==> config.mk <==
export PLATFORM = sky130hd
export DESIGN_NAME = ext_irq_grouper
export DESIGN_NICKNAME = d
export VERILOG_FILES = /design/src/rtl/irq_grp_pkg.sv /design/src/rtl/irq_sync.sv /design/src/rtl/irq_prescaler.sv /design/src/rtl/irq_glitch_filter.sv /design/src/rtl/irq_edge_flag.sv /design/src/rtl/ext_irq_grouper.sv
export SDC_FILE = /design/constraint.sdc
export NUM_CORES = 1
export LEC_CHECK = 0
export ABC_AREA = 1
export BUFFER_PORTS_ARGS = -buffer_cell sky130_fd_sc_hd__buf_2
export CAP_MARGIN = 0
export CORE_UTILIZATION = 24
export DETAILED_ROUTE_END_ITERATION = 8
export PLACE_DENSITY = 0.45
export REMOVE_ABC_BUFFERS = 1
export SETUP_SLACK_MARGIN = 0.15
export SYNTH_ARGS = -nofsm -noshare
export SYNTH_HDL_FRONTEND = slang
export SYNTH_SLANG_ARGS = --single-unit
export TNS_END_PERCENT = 20
==> constraint.sdc <==
create_clock -name clk -period 2.3 [get_ports clk]
set_clock_uncertainty 0.05 [all_clocks]
set_input_delay 0 -clock clk [delete_from_list [all_inputs] [get_ports clk]]
set_output_delay 0 -clock clk [all_outputs]
set_load 0.1 [all_outputs]
==> src/rtl/irq_grp_pkg.sv <==
package irq_grp_pkg;
  localparam int ADDR_W    = 6;
  localparam int MAXC_BASE = 8;

  localparam logic [ADDR_W-1:0] A_FLAG  = 6'd0;
  localparam logic [ADDR_W-1:0] A_IEN   = 6'd1;
  localparam logic [ADDR_W-1:0] A_RISE  = 6'd2;
  localparam logic [ADDR_W-1:0] A_FALL  = 6'd3;
  localparam logic [ADDR_W-1:0] A_FEN   = 6'd4;
  localparam logic [ADDR_W-1:0] A_PRESC = 6'd5;

  // number of vectors needed for n channels in groups of g
  function automatic int vec_count(int n, int g);
    return (n + g - 1) / g;
  endfunction

  function automatic int grp_lo(int v, int g);
    return v * g;
  endfunction

  function automatic int grp_hi(int v, int g, int n);
    return ((v + 1) * g < n) ? (v + 1) * g - 1 : n - 1;
  endfunction

  // true when one more sample reaches the acceptance length
  function automatic bit reach_limit(int cnt, int lim);
    return (cnt + 1) >= lim;
  endfunction

  function automatic logic [ADDR_W-1:0] maxc_addr(int c);
    return ADDR_W'(MAXC_BASE + c);
  endfunction
endpackage

==> src/rtl/irq_sync.sv <==
module irq_sync #(
  parameter int N      = 25,
  parameter int STAGES = 2
) (
  input  logic         clk,
  input  logic         rst_n,
  input  logic [N-1:0] d,
  output logic [N-1:0] q
);
  logic [N-1:0] st [STAGES];

  for (genvar s = 0; s < STAGES; s++) begin : g_stage
    if (s == 0) begin : g_first
      always_ff @(posedge clk or negedge rst_n)
        if (!rst_n) st[0] <= '0;
        else        st[0] <= d;
    end else begin : g_next
      always_ff @(posedge clk or negedge rst_n)
        if (!rst_n) st[s] <= '0;
        else        st[s] <= st[s-1];
    end
  end

  assign q = st[STAGES-1];
endmodule

==> src/rtl/irq_prescaler.sv <==
module irq_prescaler #(
  parameter int PRE_W = 4
) (
  input  logic             clk,
  input  logic             rst_n,
  input  logic [PRE_W-1:0] div,
  output logic             tick,
  output logic [PRE_W-1:0] cnt
);
  assign tick = (cnt >= div);

  always_ff @(posedge clk or negedge rst_n)
    if (!rst_n)    cnt <= '0;
    else if (tick) cnt <= '0;
    else           cnt <= cnt + 1'b1;
endmodule

==> src/rtl/irq_glitch_filter.sv <==
module irq_glitch_filter
  import irq_grp_pkg::*;
#(
  parameter int CNT_W = 4
) (
  input  logic             clk,
  input  logic             rst_n,
  input  logic             tick,
  input  logic             filt_en,
  input  logic [CNT_W-1:0] max_cnt,
  input  logic             din,
  output logic             dout
);
  logic             acc;
  logic [CNT_W-1:0] cnt;
  logic             bypass;

  assign bypass = !filt_en || (max_cnt == '0);
  assign dout   = bypass ? din : acc;

  always_ff @(posedge clk or negedge rst_n) begin
    if (!rst_n) begin
      acc <= 1'b0;
      cnt <= '0;
    end else if (bypass) begin
      acc <= din;
      cnt <= '0;
    end else if (tick) begin
      if (din != acc) begin
        if (reach_limit(int'(cnt), int'(max_cnt))) begin
          acc <= din;
          cnt <= '0;
        end else begin
          cnt <= cnt + 1'b1;
        end
      end else begin
        cnt <= '0;
      end
    end
  end
endmodule

==> src/rtl/irq_edge_flag.sv <==
module irq_edge_flag #(
  parameter int N = 25
) (
  input  logic         clk,
  input  logic         rst_n,
  input  logic [N-1:0] lvl,
  input  logic [N-1:0] rise_en,
  input  logic [N-1:0] fall_en,
  input  logic [N-1:0] clr,
  output logic [N-1:0] edge_evt,
  output logic [N-1:0] flags
);
  logic [N-1:0] prev;

  assign edge_evt = (lvl & ~prev & rise_en) | (~lvl & prev & fall_en);

  always_ff @(posedge clk or negedge rst_n) begin
    if (!rst_n) begin
      prev  <= '0;
      flags <= '0;
    end else begin
      prev  <= lvl;
      flags <= (flags & ~clr) | edge_evt;
    end
  end
endmodule

==> src/rtl/ext_irq_grouper.sv <==
module ext_irq_grouper
  import irq_grp_pkg::*;
#(
  parameter int NUM_CH      = 25,
  parameter int GROUP_SIZE  = 8,
  parameter int CNT_W       = 4,
  parameter int PRE_W       = 4,
  parameter int SYNC_STAGES = 2,
  parameter int NUM_VEC     = vec_count(NUM_CH, GROUP_SIZE)
) (
  input  logic              clk,
  input  logic              rst_n,
  input  logic [NUM_CH-1:0] pad_in,
  input  logic              wr_en,
  input  logic [ADDR_W-1:0] wr_addr,
  input  logic [NUM_CH-1:0] wr_data,
  input  logic [ADDR_W-1:0] rd_addr,
  output logic [NUM_CH-1:0] rd_data,
  output logic [NUM_VEC-1:0] irq_vec
);
  logic [NUM_CH-1:0] ien, rise_en, fall_en, fen;
  logic [PRE_W-1:0]  presc;
  logic [CNT_W-1:0]  max_cnt [NUM_CH];

  logic [NUM_CH-1:0] pad_sync, filt_lvl, edge_evt, flags, clr_mask;
  logic              tick;
  logic [PRE_W-1:0]  pre_cnt;

  // control registers
  always_ff @(posedge clk or negedge rst_n) begin
    if (!rst_n) begin
      ien     <= '0;
      rise_en <= '0;
      fall_en <= '0;
      fen     <= '0;
      presc   <= '0;
    end else if (wr_en) begin
      if (wr_addr == A_IEN)   ien     <= wr_data;
      if (wr_addr == A_RISE)  rise_en <= wr_data;
      if (wr_addr == A_FALL)  fall_en <= wr_data;
      if (wr_addr == A_FEN)   fen     <= wr_data;
      if (wr_addr == A_PRESC) presc   <= wr_data[PRE_W-1:0];
    end
  end

  for (genvar c = 0; c < NUM_CH; c++) begin : g_maxc
    always_ff @(posedge clk or negedge rst_n)
      if (!rst_n)
        max_cnt[c] <= '0;
      else if (wr_en && wr_addr == maxc_addr(c))
        max_cnt[c] <= wr_data[CNT_W-1:0];
  end

  assign clr_mask = (wr_en && wr_addr == A_FLAG) ? wr_data : '0;

  // read port
  always_comb begin
    rd_data = '0;
    if (rd_addr == A_FLAG)  rd_data = flags;
    if (rd_addr == A_IEN)   rd_data = ien;
    if (rd_addr == A_RISE)  rd_data = rise_en;
    if (rd_addr == A_FALL)  rd_data = fall_en;
    if (rd_addr == A_FEN)   rd_data = fen;
    if (rd_addr == A_PRESC) rd_data[PRE_W-1:0] = presc;
    for (int c = 0; c < NUM_CH; c++)
      if (rd_addr == maxc_addr(c)) rd_data[CNT_W-1:0] = max_cnt[c];
  end

  irq_sync #(.N(NUM_CH), .STAGES(SYNC_STAGES)) u_sync (
    .clk(clk), .rst_n(rst_n), .d(pad_in), .q(pad_sync)
  );

  irq_prescaler #(.PRE_W(PRE_W)) u_pre (
    .clk(clk), .rst_n(rst_n), .div(presc), .tick(tick), .cnt(pre_cnt)
  );

  for (genvar c = 0; c < NUM_CH; c++) begin : g_filt
    irq_glitch_filter #(.CNT_W(CNT_W)) u_filt (
      .clk(clk), .rst_n(rst_n), .tick(tick), .filt_en(fen[c]),
      .max_cnt(max_cnt[c]), .din(pad_sync[c]), .dout(filt_lvl[c])
    );
  end

  irq_edge_flag #(.N(NUM_CH)) u_edge (
    .clk(clk), .rst_n(rst_n), .lvl(filt_lvl), .rise_en(rise_en),
    .fall_en(fall_en), .clr(clr_mask), .edge_evt(edge_evt), .flags(flags)
  );

  // vector combining, equal priority within a group
  for (genvar v = 0; v < NUM_VEC; v++) begin : g_vec
    localparam int LO = grp_lo(v, GROUP_SIZE);
    localparam int HI = grp_hi(v, GROUP_SIZE, NUM_CH);
    assign irq_vec[v] = |(flags[HI:LO] & ien[HI:LO]);
  end
endmodule

==> results.py, run 1 <==
metrics = {
    "detailed_routing": {
        "drc_errors": 0,
        "wl_um": 73710,
        "drt-wirelength-per-cell_um": 17.57,
        "dr.pass1.iters": 5,
        "vias": 19060,
        "dr.first_iter.drc_count": 1262,
        "ant_nets": 0,
        "vias_per_cell": 4.543,
    },
    "global_routing": {
        "antenna_found_initial": 3,
        "grtUsageTotal_pct": 15.55,
        "overflow": 0,
        "grt_max_degree": 90,
        "grt_pass1_wl_um": 112000,
        "first_global_vias": 18530,
    },
    "timing": {
        "drv_slew": 0,
        "slew_headroom_pct": 54.13,
        "hold_violations": 0,
        "fin_tns_setup_ps": -2406,
        "setup_viol": 4,
        "grt_setup_unrepaired": "yes",
        "finalCritPeriodShare_pct": 131.0,
        "max_freq_mhz": 331.8,
        "finalWorstSetupSlack_ps": -713.9,
        "min_period_ps": 3014,
        "worst_pin_slew_ps": 680.9,
    },
    "power_and_ir_drop": {
        "peakVddDrop_v": 0.0005186,
        "p_per_area_mw_per_mm2": 780.4,
        "intPower_mw": 15.75,
        "sw_frac_of_total_pct": 31.57,
        "p_clk_share_pct": 36.9,
        "switchingPower_mw": 7.267,
        "pwr-share-comb_pct": 23.7,
        "seq_power_share_pct": 39.5,
        "p_leak_nw": 13.32,
    },
    "setup_path": {
        "critPathSlowestCell": "dfrtp_1",
        "cp.arrival_ps": 2960,
        "cp_cell_sequence": "nand4_1 -> nand3_1 -> nor2_1 -> nand4_1 -> nand2_1 -> nand4_1 -> nor2_1 -> nand4_1 -> nand2_1 -> nand4_1 -> nand2_1 -> nand4_1 -> nand2_1 -> nand4_1 -> nor2_2 -> nand4_1 -> buf_12",
        "crit_path_frequent_cell": "nand4_1",
        "critPathRequiredTime_ps": 2250,
        "max_stage_delay_ps": 390,
        "start_kind": "register",
        "path_class": "register to output pin",
        "crit_fanout": 2,
        "cp-end-kind": "output pin",
    },
    "die": {
        "fp.coreArea_mm2": 0.09056,
        "die-area_mm2": 0.09331,
        "placementRows": 110,
        "start_util_pct": 24.40,
        "io_pins": 94,
        "die_w_um": 305.5,
        "die_height_um": 305.5,
    },
    "final_layout": {
        "nets": 3174,
        "final_common_cell": "nand2_1",
        "final_cell_mix": "nand2_1, dfrtp_1, o21ai_0",
        "num_antenna_cells": 0,
        "area_delta_synth_final_pct": 33.47,
        "layout-drive-gt1-share_pct": 17.95,
    },
    "clock_network": {
        "root_buffer": "clkbuf_16",
        "htreeDepth": 2,
        "numCtsBuffers": 52,
        "cts_sinks": 433,
        "cts_max_path_buffers": 3,
        "clk_latency_ps": 620,
        "clkTransAtPathRegs_ps": 60,
        "cts_tree": "built",
    },
    "flow_run": {
        "maxCapViolations": 0,
    },
    "place": {
        "hpwl_um": 52070,
        "io_buffers": 93,
        "gp_congestion": 0.9088,
        "dp_slack_ps": -218.6,
    },
    "yosys": {
        "synthDistinctLibCells": 38,
        "yosysWarnings": 0,
        "avgSynthCellArea_um2": 8.465,
        "synth-edff-count": 0,
        "ys.flop_type": "dfrtp_1",
        "synth-async-reset-ratio_pct": 100.0,
        "syn_area_mm2": 0.02210,
        "synth_cells": 2611,
        "synth-seq-cells": 433,
        "ys_seq_area_share_pct": 49.03,
    },
    "run_status": {
        "run_status": "finished with violations",
        "failed_checks": "negative setup slack",
    },
    "min_path": {
        "hold_path.class": "input pin to register",
    },
}
[cells by family after synthesis]
family                   share of synthesized area, %
buffers and inverters                           6.550
XOR/XNOR                                        3.051
flip-flops                                      49.03
AO/OA/AOI/OAI                                   13.38
AND/OR/NAND/NOR                                 20.59
multiplexers                                  0.04529
adder cells (fa/ha/maj)                         7.360
[final timing paths]
path | slack, ps | from | depth (start not counted) | to
max in group asynchronous | 1620 | rst_n | 3 | g_filt[24].u_filt.cnt[1]
worst min-delay path | 5 | wr_addr[1] | 5 | max_cnt[53]
worst min register to register | 290 | u_sync.st[37] | 0 | u_sync.q[12]
min in group asynchronous | 20 | rst_n | 3 | g_filt[1].u_filt.cnt[1]
worst max-delay path | -710 | ien[1] | 17 | rd_data[1]
worst max register to register | 120 | presc[1] | 12 | g_filt[12].u_filt.acc
[area by class of cell]
cell class | count | area (µm²)
Fill cell | 9492 | 61060
Sequential cell | 433 | 10850
Multi-Input combinational cell | 1795 | 10720
Timing Repair Buffer | 367 | 3486
Tap cell | 1176 | 1471
Clock buffer | 75 | 1458
Inverter | 330 | 1244
Clock inverter | 20 | 277.8
[per-layer routing]
layer	track usage (%)	up-vias	routed length, µm
met4	4.277	6	1879
met1	22.00	9134	35750
met3	2.593	114	3148
li1	-	9462	-
met5	0	-	34
met2	24.31	346	32890
[state kept, by name, indices dropped and copies added (netlist names)]
register and flops:
g_filt.u_filt.cnt 100, u_edge.prev 25, ien 25, rise_en 25
u_sync.q 25, u_sync.st 25, fall_en 25, u_pre.cnt 4
g_filt.u_filt.acc 25, max_cnt 100, fen 25, u_edge.flags 25
presc 4
[cells in the mapped netlist, types with 26 or more instances]
cell	n	area share (%)
dfrtp_1	433	49
xnor2_1	26	1.0
xor2_1	51	2.0
nand2_1	565	9.6
o21ai_0	359	8.1
inv_1	322	5.5
ha_1	130	7.4
clkbuf_1	45	0.76
nor2_1	136	2.3
nand3_1	286	6.5
a21oi_1	40	0.91
o21a_1	54	1.8
nand4_1	51	1.4
[through the flow]
| step | cell area (µm²) | instances | total power [mW] | hold WS (ps) | util [%] |
|---|---|---|---|---|---|
| 2_1_floorplan | 21890 | 2558 | 11.00 | -345.6 | - |
| 3_3_place_gp | 25540 | 3988 | 12.90 | -125.3 | 28.21 |
| 3_5_place_dp | 25540 | 3988 | 12.92 | -124.6 | 28.21 |
| 4_1_cts | 28380 | 4171 | 22.14 | 7.409 | 31.34 |
| 5_1_grt | 29500 | 4196 | 24.13 | 33.29 | 32.57 |
| 6_report | 29500 | 4196 | 23.02 | 4.618 | 32.57 |
[worst max-delay path: cells and delay by family, from the launching register on]
kind	cells	cell delay, ps
buffers and inverters	1	260
and+or+nand+nor	16	1730
DFF	1	390
[power groups by stage]
stage / Sequential, mW / Combinational (mW) / Clock [mW]
after global placement: 9.19 / 3.70 / 0
final: 9.08 / 5.45 / 8.49
after detailed placement: 9.19 / 3.73 / 0
after global routing: 9.18 / 5.94 / 9.01
after CTS: 9.06 / 4.32 / 8.76
after floorplan: 8.92 / 2.08 / 0
[what timing repair did]
action | 4_1_cts | 5_1_grt
endpoints found under the hold margin | 620 | 12
pin swaps | 7 | 107
setup endpoints to repair | 65 | 135
cloned | 2 | 5
gates resized for setup | 57 | 184
hold buffers | 85 | 3
buffers inserted | 1 | 19
No activity file was read; power rests on OpenSTA's default activity.
==> run 2, diff against run 1 <==
--- a/config.mk
+++ b/config.mk
@@ -12,7 +12,7 @@
 export DETAILED_ROUTE_END_ITERATION = 8
 export PLACE_DENSITY = 0.45
 export REMOVE_ABC_BUFFERS = 1
-export SETUP_SLACK_MARGIN = 0.15
+export SETUP_SLACK_MARGIN = 0.05
 export SYNTH_ARGS = -nofsm -noshare
 export SYNTH_HDL_FRONTEND = slang
 export SYNTH_SLANG_ARGS = --single-unit
==> run 2 against run 1 <==
Net effect: register-to-register slack barely moved; largest power group unchanged; first-iteration DRC count fell by 2.4%; final area fell by 3.2%; global-route usage fell by 0.20 points; critical endpoint unchanged; the flow still finishes with violations (negative setup slack); fmax fell by 0.11%; highest routed layer unchanged; largest cell class unchanged; via count fell by 1.4%; cell count fell by 0.52%; die area did not move; core utilization fell by 1.1 points; worst setup slack got worse by 3.4 ps; sequential share of layout area rose by 1.2 points.
==> results.py, run 2 (same netlist as run 1, synthesis figures left out) <==
metrics = {
    "run_status": {
        "run_status": "finished with violations",
        "failed_checks": "negative setup slack",
    },
    "detailed_routing": {
        "vias": 18790,
        "wl_um": 71960,
        "ant_nets": 0,
        "drt-wirelength-per-cell_um": 17.24,
        "dr.first_iter.drc_count": 1232,
        "vias_per_cell": 4.502,
        "dr.pass1.iters": 6,
        "drc_errors": 0,
    },
    "final_layout": {
        "multi_input_area_mm2": 0.01012,
        "layout-drive-gt1-share_pct": 15.05,
        "nets": 3151,
        "biggestRegsByFlops": "g_filt.u_filt.cnt x100, max_cnt x100",
        "final_common_cell": "nand2_1",
        "final_cell_mix": "nand2_1, dfrtp_1, o21ai_0",
        "fillers": 9573,
        "area_delta_synth_final_pct": 29.16,
        "fin_cells": 4174,
        "seqCellArea_mm2": 0.01084,
    },
    "setup_path": {
        "crit_path_frequent_cell": "nand4_1",
        "path_buf_inv": 1,
        "critPathRequiredTime_ps": 2250,
        "r2r-end": "g_filt[16].u_filt.acc",
        "cp.arrival_ps": 2970,
        "r2r_slack_ps": 120,
        "cp_cell_sequence": "nand4_1 -> nand3_1 -> nor2_1 -> nand4_1 -> nand2_1 -> nand4_1 -> nor2_1 -> nand4_1 -> nand2_1 -> nand4_1 -> nand2_1 -> nand4_1 -> nand2_1 -> nand4_1 -> nor2_2 -> nand4_1 -> buf_12",
        "cp-end-kind": "output pin",
        "reg2regPathDepth": 12,
        "path_class": "register to output pin",
        "critPathSlowestCell": "dfrtp_1",
        "crit-reg2reg-launch": "presc[1]",
        "crit_fanout": 2,
        "path_delay_family": "simple AND/OR/NAND/NOR gates",
        "start_kind": "register",
        "max_stage_delay_ps": 390,
    },
    "clock_network": {
        "clkTransAtPathRegs_ps": 60,
        "htreeDepth": 2,
        "cts_sinks": 433,
        "numCtsBuffers": 52,
        "cts_tree": "built",
        "cts_max_path_buffers": 3,
        "root_buffer": "clkbuf_16",
        "clk_latency_ps": 610,
    },
    "min_path": {
        "hold_path.class": "input pin to async pin",
    },
    "global_routing": {
        "antenna_found_initial": 2,
        "overflow": 0,
        "grt_max_degree": 90,
        "first_global_vias": 18450,
        "grt_pass1_wl_um": 110900,
        "grtUsageTotal_pct": 15.35,
    },
    "timing": {
        "worst_pin_slew_ps": 686.2,
        "drv_slew": 0,
        "min_period_ps": 3017,
        "setup_viol": 4,
        "slew_headroom_pct": 53.77,
        "holdWs_ps": 24.82,
        "finalCritPeriodShare_pct": 131.2,
        "finalWorstSetupSlack_ps": -717.3,
        "hold_violations": 0,
        "grt_setup_unrepaired": "yes",
        "max_freq_mhz": 331.4,
    },
    "power_and_ir_drop": {
        "p_leak_nw": 13.11,
        "power_mw": 22.00,
        "peakVddDrop_v": 0.0005186,
        "p_per_area_mw_per_mm2": 770.7,
    },
    "flow_run": {
        "maxCapViolations": 0,
    },
    "die": {
        "fp.coreArea_mm2": 0.09056,
        "die_w_um": 305.5,
        "die_height_um": 305.5,
        "placementRows": 110,
        "io_pins": 94,
        "die-area_mm2": 0.09331,
        "start_util_pct": 24.40,
    },
    "place": {
        "hpwl_um": 52070,
        "io_buffers": 93,
        "gp_congestion": 0.9088,
        "dpl.cell_count": 3988,
    },
}
## run 2: cell count changes in the layout (fill, tap and decap cells not counted), sizes merged
cell         change
dlygate4sd3      -4
buf             -16
clkbuf           -3
diode            +1
## run 2: worst max-delay path by stage
stage          startpoint                     to  slack (ps)  cells after the start
6_report           ien[1]             rd_data[1]        -720                     17
5_1_grt            ien[1]             rd_data[1]        -960                     17
3_5_place_dp   rd_addr[3]             rd_data[2]        -220                     21
2_1_floorplan    presc[3]  g_filt[20].u_filt.acc        -720                     10
4_1_cts            ien[1]             rd_data[1]        -740                     17
3_3_place_gp   rd_addr[3]             rd_data[2]        -230                     21
## run 2: per-layer routing
metal	track usage [%]	share of wire (%)	vias up
met3	2.184	4.6	98
met1	21.94	49	8913
met2	24.11	44	359
li1	-	-	9416
met4	4.032	2.3	4
met5	0	0.031	-
## run 2: repair_timing
action	in CTS	in global routing
gates resized for setup	16	79
buffers inserted	0	4
setup endpoints to repair	11	126
gates cloned	0	4
hold buffers	82	0
pin swaps	1	20
hold endpoints to repair	620	0
## run 2: power breakdown
| part | leakage (nW) | internal, mW | switching [mW] | total (mW) |
|---|---|---|---|---|
| logic | 6.72 | 1.77 | 2.68 | 4.45 |
| clock network | 0.846 | 5.07 | 3.41 | 8.48 |
| registers | 5.55 | 8.35 | 0.717 | 9.07 |
| total | 13.1 | 15.2 | 6.80 | 22.0 |
## run 2: layout make-up
| cell class | count | area share (%) |
|---|---|---|
| repair buffers | 344 | 10.97 |
| multi-input cells | 1795 | 35.47 |
| clock buffers | 75 | 5.107 |
| clock inverters | 20 | 0.9731 |
| well taps | 1176 | 5.155 |
| inverters | 330 | 4.357 |
| diodes | 1 | 0.008767 |
| flip-flops and latches | 433 | 37.96 |
## run 2: tightest hold or removal path: cells and delay by family
| kind | cells | cell delay (ps) |
|---|---|---|
| buffers and inverters | 3 | 1000 |
## run 2: metrics by stage
stage | util (%) | setup TNS [ps] | instance area [µm²] | worst slack (ps)
4_1_cts | 31.09 | -2627 | 28160 | -738.1
3_5_place_dp | 28.21 | -656.7 | 25540 | -218.6
6_report | 31.52 | -2427 | 28540 | -717.3
2_1_floorplan | - | -78860 | 21890 | -716.9
5_1_grt | 31.52 | -3382 | 28540 | -964.8
3_3_place_gp | 28.21 | -676.4 | 25540 | -231.3
